`src/rtl/pwrmode_pkg.sv`:
```
package pwrmode_pkg;

  typedef enum logic [2:0] {
    ST_RUN       = 3'd0,
    ST_IDLE      = 3'd1,
    ST_PD        = 3'd2,
    ST_PD_PIN    = 3'd3,
    ST_PD_SETTLE = 3'd4
  } pmState_t;

  // Strobes from the control sequencer to the datapath
  typedef struct packed {
    logic wrAccept;   // load the control register from wrData
    logic clrModes;   // hardware clear of both mode bits
    logic holdPort;   // capture port values on entry to a halted mode
    logic settleClr;  // restart the oscillator settle count
    logic settleRun;  // advance the settle count
  } pmCtl_t;

endpackage

```
`src/rtl/pwrmode_dp.sv`:
```
module pwrmode_dp
  import pwrmode_pkg::*;
#(
  parameter int PORT_W        = 8,
  parameter int NUM_EXT       = 2,
  parameter int SETTLE_CYCLES = 1024,
  parameter int RST_HOLD      = 24
) (
  input  logic              clk,
  input  logic              rstIn,
  input  pmCtl_t            ctl,
  input  logic [3:0]        wrData,
  input  logic [NUM_EXT-1:0] extPinN,
  input  logic [NUM_EXT-1:0] extEn,
  input  logic              kbdWake,
  input  logic              cardWake,
  input  logic              usbWake,
  input  logic [PORT_W-1:0] portIn,
  output logic              rstAct,
  output logic              pinLowAny,
  output logic              pinRelease,
  output logic              settleWake,
  output logic              settleDone,
  output logic [3:0]        pconQ,
  output logic [PORT_W-1:0] portHeld
);

  localparam int CNT_W = (SETTLE_CYCLES > 1) ? $clog2(SETTLE_CYCLES) : 1;
  localparam int RC_W  = (RST_HOLD > 1) ? $clog2(RST_HOLD) : 1;
  localparam logic [CNT_W-1:0] SETTLE_LAST = CNT_W'(SETTLE_CYCLES - 1);
  localparam logic [RC_W-1:0]  RST_LAST    = RC_W'(RST_HOLD - 1);

  logic [RC_W-1:0]    rstCnt;
  logic [CNT_W-1:0]   settleCnt;
  logic [NUM_EXT-1:0] pinLow;
  logic [NUM_EXT-1:0] prevLowQ;
  logic [NUM_EXT-1:0] pinRel;

  // Reset length qualifier: counts consecutive high samples, saturating
  always_ff @(posedge clk) begin
    if (!rstIn)               rstCnt <= '0;
    else if (rstCnt != RST_LAST) rstCnt <= rstCnt + 1'b1;
  end
  assign rstAct = rstIn && (rstCnt == RST_LAST);

  // Per-pin low detection and release against the previous edge
  for (genvar p = 0; p < NUM_EXT; p++) begin : g_pin
    assign pinLow[p] = extEn[p] & ~extPinN[p];
    assign pinRel[p] = prevLowQ[p] & ~pinLow[p];
  end

  always_ff @(posedge clk) begin
    if (rstAct) prevLowQ <= '0;
    else        prevLowQ <= pinLow;
  end

  assign pinLowAny  = |pinLow;
  assign pinRelease = |pinRel;
  assign settleWake = kbdWake | cardWake | usbWake;

  // Oscillator settle counter
  always_ff @(posedge clk) begin
    if (rstAct || ctl.settleClr) settleCnt <= '0;
    else if (ctl.settleRun)      settleCnt <= settleCnt + 1'b1;
  end
  assign settleDone = (settleCnt == SETTLE_LAST);

  // Power control register: [3:2] flags, [1] power-down, [0] idle
  always_ff @(posedge clk) begin
    if (rstAct)            pconQ <= '0;
    else if (ctl.wrAccept) pconQ <= {wrData[3:2], wrData[1], wrData[0] & ~wrData[1]};
    else if (ctl.clrModes) pconQ[1:0] <= 2'b00;
  end

  // Port snapshot taken when the CPU stops
  always_ff @(posedge clk) begin
    if (rstAct)            portHeld <= '0;
    else if (ctl.holdPort) portHeld <= portIn;
  end

endmodule

```
`src/rtl/pwrmode_ctrl.sv`:
```
module pwrmode_ctrl
  import pwrmode_pkg::*;
(
  input  logic     clk,
  input  logic     rstAct,
  input  logic     wrEn,
  input  logic     wrIdle,
  input  logic     wrPd,
  input  logic     intPend,
  input  logic     pinLowAny,
  input  logic     pinRelease,
  input  logic     settleWake,
  input  logic     settleDone,
  output pmState_t state,
  output pmCtl_t   ctl
);

  pmState_t stateD;

  always_ff @(posedge clk) begin
    if (rstAct) state <= ST_RUN;
    else        state <= stateD;
  end

  always_comb begin
    stateD = state;
    ctl    = '0;
    unique case (state)
      ST_RUN: begin
        if (wrEn) begin
          ctl.wrAccept = 1'b1;
          if (wrPd) begin
            stateD       = ST_PD;
            ctl.holdPort = 1'b1;
          end else if (wrIdle) begin
            stateD       = ST_IDLE;
            ctl.holdPort = 1'b1;
          end
        end
      end
      ST_IDLE: begin
        if (intPend) begin
          stateD       = ST_RUN;
          ctl.clrModes = 1'b1;
        end
      end
      ST_PD: begin
        if (pinLowAny) begin
          stateD = ST_PD_PIN;
        end else if (settleWake) begin
          stateD        = ST_PD_SETTLE;
          ctl.settleClr = 1'b1;
        end
      end
      ST_PD_PIN: begin
        if (pinRelease) begin
          stateD       = ST_RUN;
          ctl.clrModes = 1'b1;
        end
      end
      ST_PD_SETTLE: begin
        ctl.settleRun = 1'b1;
        if (settleDone) begin
          stateD       = ST_RUN;
          ctl.clrModes = 1'b1;
        end
      end
      default: stateD = ST_RUN;
    endcase
  end

endmodule

```
`src/rtl/pwr_mode_ctrl.sv`:
```
module pwr_mode_ctrl
  import pwrmode_pkg::*;
#(
  parameter int PORT_W        = 8,
  parameter int SETTLE_CYCLES = 1024,
  parameter int RST_HOLD      = 24
) (
  input  logic              clk,
  input  logic              rstIn,
  input  logic              wrEn,
  input  logic [3:0]        wrData,
  input  logic              intPend,
  input  logic              ext0N,
  input  logic              ext1N,
  input  logic [1:0]        extEn,
  input  logic              kbdWake,
  input  logic              cardWake,
  input  logic              usbWake,
  input  logic              aleCpu,
  input  logic              psenCpu,
  input  logic [PORT_W-1:0] portIn,
  output logic              oscEn,
  output logic              cpuClkEn,
  output logic              periphClkEn,
  output logic              aleOut,
  output logic              psenOut,
  output logic [PORT_W-1:0] portOut,
  output logic [3:0]        pconOut,
  output logic [2:0]        modeOut
);

  pmState_t          state;
  pmCtl_t            ctl;
  logic              rstAct;
  logic              pinLowAny;
  logic              pinRelease;
  logic              settleWake;
  logic              settleDone;
  logic [3:0]        pconQ;
  logic [PORT_W-1:0] portHeld;

  pwrmode_ctrl ctrl_i (
    .clk        (clk),
    .rstAct     (rstAct),
    .wrEn       (wrEn),
    .wrIdle     (wrData[0]),
    .wrPd       (wrData[1]),
    .intPend    (intPend),
    .pinLowAny  (pinLowAny),
    .pinRelease (pinRelease),
    .settleWake (settleWake),
    .settleDone (settleDone),
    .state      (state),
    .ctl        (ctl)
  );

  pwrmode_dp #(
    .PORT_W        (PORT_W),
    .NUM_EXT       (2),
    .SETTLE_CYCLES (SETTLE_CYCLES),
    .RST_HOLD      (RST_HOLD)
  ) dp_i (
    .clk        (clk),
    .rstIn      (rstIn),
    .ctl        (ctl),
    .wrData     (wrData),
    .extPinN    ({ext1N, ext0N}),
    .extEn      (extEn),
    .kbdWake    (kbdWake),
    .cardWake   (cardWake),
    .usbWake    (usbWake),
    .portIn     (portIn),
    .rstAct     (rstAct),
    .pinLowAny  (pinLowAny),
    .pinRelease (pinRelease),
    .settleWake (settleWake),
    .settleDone (settleDone),
    .pconQ      (pconQ),
    .portHeld   (portHeld)
  );

  always_comb begin
    oscEn       = 1'b1;
    cpuClkEn    = 1'b1;
    periphClkEn = 1'b1;
    unique case (state)
      ST_RUN:       ;
      ST_IDLE:      cpuClkEn = 1'b0;
      ST_PD:        {oscEn, cpuClkEn, periphClkEn} = 3'b000;
      ST_PD_PIN,
      ST_PD_SETTLE: {cpuClkEn, periphClkEn} = 2'b00;
      default:      ;
    endcase
  end

  assign aleOut  = (state == ST_RUN) ? aleCpu  : 1'b1;
  assign psenOut = (state == ST_RUN) ? psenCpu : 1'b1;
  assign portOut = (state == ST_RUN) ? portIn  : portHeld;
  assign pconOut = pconQ;
  assign modeOut = state;

endmodule

```
`config.mk`:
```
export PLATFORM = sky130hd
export DESIGN_NAME = pwr_mode_ctrl
export DESIGN_NICKNAME = d
export VERILOG_FILES = /design/src/rtl/pwrmode_pkg.sv /design/src/rtl/pwrmode_dp.sv /design/src/rtl/pwrmode_ctrl.sv /design/src/rtl/pwr_mode_ctrl.sv
export SDC_FILE = /design/constraint.sdc
export NUM_CORES = 1
export LEC_CHECK = 0
export ABC_AREA = 1
export BUFFER_PORTS_ARGS = -buffer_cell sky130_fd_sc_hd__buf_2
export CAP_MARGIN = 25
export CORE_MARGIN = 8
export CORE_UTILIZATION = 55
export DETAILED_ROUTE_END_ITERATION = 8
export GPL_TIMING_DRIVEN = 0
export PLACE_DENSITY = 0.83
export SLEW_MARGIN = 20
export SYNTH_ARGS = -nofsm -noshare
export SYNTH_HDL_FRONTEND = slang
export SYNTH_SLANG_ARGS = --single-unit
```
`constraint.sdc`:
```
create_clock -name clk -period 2.7 [get_ports clk]
set_input_delay 0.135 -clock clk [delete_from_list [all_inputs] [get_ports clk]]
set_output_delay 0.135 -clock clk [all_outputs]
set_load 0.01 [all_outputs]
```
==> Word-level counts from Yosys, hierarchy flattened <==
Cells that the tools add are included.
{ "word_totals": {"register_bits": 32, "output_inout_bits": 20, "wordCells": 74, "n_memories": 0, "latchBits": 0, "inputBits": 25, "ram_bits": 0, "rom_bits": 0} }
{ "classes": {"shifts": 0, "addsub": 2, "n_reduce_logical": 9, "n_mux": 31, "n_mul": 0, "eq_ne": 13, "bitwise": 12, "div_mod_pow": 0, "magnitude_cmp": 0} }
{ "op_table": {"columns": ["cell", "n"], "rows": [
  ["$mux W3", 8],
  ["$mux W1", 18],
  ["$pmux W3 S5", 1],
  ["$add A10 B1 Y10 const B", 1],
  ["$eq A10 B10 Y1 const B", 1],
  ["$mux W8", 1],
  ["$eq A3 B2 Y1 const B", 2],
  ["$reduce_and A6 Y1", 1],
  ["$add A5 B1 Y5 const B", 1],
  ["$and A1 B1 Y1", 5],
  ["$eq A5 B5 Y1 const B", 1],
  ["$ne A5 B5 Y1 const B", 1],
  ["$not A1 Y1", 5],
  ["$mux W2", 2],
  ["$ne A2 B1 Y1 const B", 2],
  ["$ne A2 B2 Y1 const B", 2],
  ["$reduce_or A2 Y1", 2],
  ["$reduce_or A4 Y1", 1],
  ["$eq A3 B1 Y1 const B", 1],
  ["$eq A3 B3 Y1 const B", 1],
  ["$logic_not A3 Y1", 1],
  ["$ne A3 B1 Y1 const B", 1],
  ["$ne A3 B3 Y1 const B", 1],
  ["$pmux W1 S3", 1],
  ["other kinds (5)", 6]
]} }

==> Logic depth before layout (Yosys ltp) <==
{ "depth": {"ltp_word": 9, "ltp_mapped": 10, "mapped_depth_nobuf": 10} }

==> By module <==
A second synthesis with hierarchy kept.
{ "unflattened": {"hier_cells": 266, "area_unflattened_um2": 1820.5} }
{ "modules_own_cells": {"columns": ["module", "cells_each", "area_per_inst_um2", "n_inst", "seq_area_each_um2"], "rows": [
  ["pwrmode_dp", 166, 1290.0, 1, 580.6],
  ["pwrmode_ctrl", 64, 350.3, 1, 60.1],
  ["pwr_mode_ctrl", 36, 180.2, 1, 0.0]
]} }

==> Worst setup path after synthesis <==
Ideal clock, no wire load.
{ "synth_path": {"path_type": "register to output", "from": "register ctrl_i.state[2]", "to": "output port portOut[0]", "path_stages_with_launch": 6, "t_arrival_ps": 1200, "path_buffers": 1, "path_slack_ps": 1365, "required_time_ps": 2565, "path_cell_list": "dfxtp_1 > inv_1 > nand2_2 > inv_4 > buf_2 > o21ai_0"} }
{ "synth_via": {"elab_chain_len": 2} }
{ "synth_rtl": {"columns": ["element", "line_no", "rtl"], "rows": [
  ["start: declaration", "pwrmode_ctrl.sv:14", "output pmState_t state,"],
  ["start signal: assignment", "pwrmode_ctrl.sv:22", "else state <= stateD;"],
  ["$logic_not A3 Y1", "pwr_mode_ctrl.sv:98", "assign portOut = (state == ST_RUN) ? portIn : portHeld;"],
  ["$mux W8", "pwr_mode_ctrl.sv:98", null],
  ["end: declaration", "pwr_mode_ctrl.sv:27", "output logic [PORT_W-1:0] portOut,"]
]} }
No other way between the ends.

==> Worst setup path after layout <==
{ "layout_path": {"from": "register ctrl_i.state[1]", "to": "output port portOut[0]"} }
Same word-level chain as after synthesis.

==> impl_metrics.ini <==
[setup_path]
cp-end-kind = primary output
crit_required_ns = 2.57
critPathKind = reg2out
critPathMaxFanout = 10
arrival_ns = 1.69
r2r_cells = 10
start_kind = register

[cells_and_area]
final_common_cell = nand2_1
insertedDiodeCount = 0
area_growth_pct = 21.7
regArea_um2 = 641
fin_util_pct = 67.8
drive_gt1_share_pct = 28.6
fill_cells = 285
multiInputGateArea_um2 = 850
finalNetCount = 309
layout_common_cells = nand2_1 (48), buf_2 (46), dfxtp_1 (32)

[die]
die_w_um = 70.7
design.core.area_um2 = 2950
num_rows = 20
die_area_um2 = 4990
die_y_um = 70.7
start_util_pct = 55.7
boundaryPins = 45

[synth]
synth_warnings = 0
syn-num-nets = 258
netlist_area_um2 = 1640
synth_cell_types = 29
ys_ff_latch = 32
synth.yosys.seq_area_share_pct = 39.0
syn_inst = 231
avgSynthCellArea_um2 = 7.12

[timing]
skew_ns = 0.0105
rsz0062_at_grt = no
tightest_slew_ns = 0.361
final-hold-violation-count = 0
tns_ns = 0
slew_headroom_pct = 75.7
drv_slew = 0
period_share_pct = 67.4
min_period_ns = 1.82
setup_viol = 0
fmax_ghz = 0.549

[routing]
ant_nets = 0
routed_wl_mm = 3.67
via_count = 1591
first_pass_iters = 4
routedWlPerCell_um = 11.6
route.detailed.drc = 0
viasPerCell = 5.03
drt_iter0_markers = 144

[clock_network]
clock-root-buffer = clkbuf_4
cts_made_buffers = 5
insertion_delay_ns = 0.33
clkTransAtPathRegs_ns = 0.10
hold_buffers = 0
ctsResizeCount = 0
cts_buffer_depth = 2
tritoncts = yes
cts.sinks = 32
post_cts_buffers = 0
cts_max_level = 2

[pwr]
peakVddDrop_mv = 0.670
p_per_area_nw_per_um2 = 1070
p_leak_nw = 1.02

[worst_hold_path]
worstHoldPathCells = 3
hp-class = in2reg

[global_routing]
grt_pass1_vias = 1527
overflow = 0
antenna_found_initial = 0
grt_max_degree = 11
grt_pass1_wl_mm = 6.43
grt_usage_pct = 15.8

[place]
hpwlAfterDp_mm = 2.84
routabilityCongestion = 0.765
io_buffer_count = 44

[run_status]
status = finished clean

[run]
maxCapViolCount = 0
==> cell usage after synthesis <==
master    number  area, um^2
nand2_1       48         180
buf_2          2        10.0
nand4_1        3        18.8
nor3b_1        1        7.51
o21ai_0       23         115
buf_6          1        11.3
nor2_4         1        11.3
nand3_2        2        20.0
nor3_1         3        15.0
o21a_1         2        15.0
nor3_2         1        10.0
or2_2          3        18.8
nor2_1        22        82.6
ha_1           2        25.0
inv_4          2        12.5
xor2_1         4        35.0
o31ai_1        1        7.51
inv_1         30         113
clkinv_1       1        3.75
nor2_2         4        25.0
dfxtp_1       32         641
a211oi_1       1        7.51
a21oi_1       21         105
nor3_4         1        16.3
inv_2          1        3.75
nand3_1        8        40.0
nand2_2        5        31.3
o21ai_2        2        17.5
nand2_4        4        45.0
==> worst paths after layout <==
kind	startpoint	end	slack (ns)
min reg2reg	dp_i.portHeld[5]$_SDFFE_PP0P_	dp_i.portHeld[5]$_SDFFE_PP0P_	0.45
max	ctrl_i.state[1]$_SDFFE_PP0P_	portOut[0]	0.88
max reg2reg	dp_i.settleCnt[0]$_SDFFE_PP0N_	ctrl_i.state[0]$_SDFFE_PP0P_	1.19
min	wrData[3]	dp_i.pconQ[3]$_SDFFE_PP0P_	0.03
==> final cells by class <==
cell class	instances	share of cell area, %
clock buffers	7	3.25
repair buffers	44	11.0
multi-input cells	162	42.5
clock inverters	1	1.50
inverters	34	6.63
flip-flops and latches	32	32.0
well taps	33	2.06
plain buffers	3	1.06
==> metrics by stage <==
| step | hold slack (ns) | worst slack [ns] | cells | power, W | instance area (um^2) |
|---|---|---|---|---|---|
| after floorplan | 0.273 | 1.36 | 231 | 0.00139 | 1640 |
| after global placement | 0.386 | 1.27 | 308 | 0.00172 | 1910 |
| after detailed placement | 0.390 | 1.24 | 308 | 0.00174 | 1910 |
| after CTS | 0.0212 | 0.874 | 316 | 0.00216 | 2000 |
| after global routing | 0.0122 | 0.739 | 316 | 0.00233 | 2000 |
| final | 0.0322 | 0.880 | 316 | 0.00214 | 2000 |
==> logic make-up (layout without fill, tap and decap cells) <==
group                      count (synthesis)  count (layout)  share of synthesized area (%)
xor gates and xnor gates                   4               4                           2.13
adders and majority gates                  2               2                           1.52
DFF                                       32              32                           39.0
buffers and inverters                     37              89                           9.36
AOI/OAI and AO/OA                         50              50                           16.3
and+or+nand+nor                          106             106                           31.7
==> power breakdown <==
| group | leakage, nW | internal, W | switching [W] |
|---|---|---|---|
| clock network | 0.0515 | 0.000246 | 0.000165 |
| registers | 0.264 | 0.000619 | 0.0000999 |
| logic | 0.701 | 0.000393 | 0.000618 |
| total | 1.02 | 0.00126 | 0.000884 |
==> registers in the layout, summed over array words and instances, names as in the netlist <==
signal and cells:
dp_i.settleCnt 10, dp_i.pconQ 4, dp_i.rstCnt 5, ctrl_i.state 3, dp_i.prevLowQ 2, dp_i.portHeld 8
==> critical path: stages (launching register included) <==
cell	delay (ns)
dfxtp_1	0.50
nor2_2	0.09
nand2_2	0.15
inv_4	0.09
buf_2	0.18
o21ai_0	0.18
buf_2	0.16
==> per-layer routing <==
metal | share of wire, % | vias to the layer above | GRT usage (%) | routed length, um
met5 | 0 | - | 0 | 0
met1 | 45 | 707 | 17.5 | 1640
met3 | 4.4 | 9 | 5.79 | 161
met4 | 1.8 | 0 | 6.70 | 67
li1 | - | 839 | - | -
met2 | 49 | 36 | 26.5 | 1800
No activity file was read; power rests on OpenSTA's default activity.
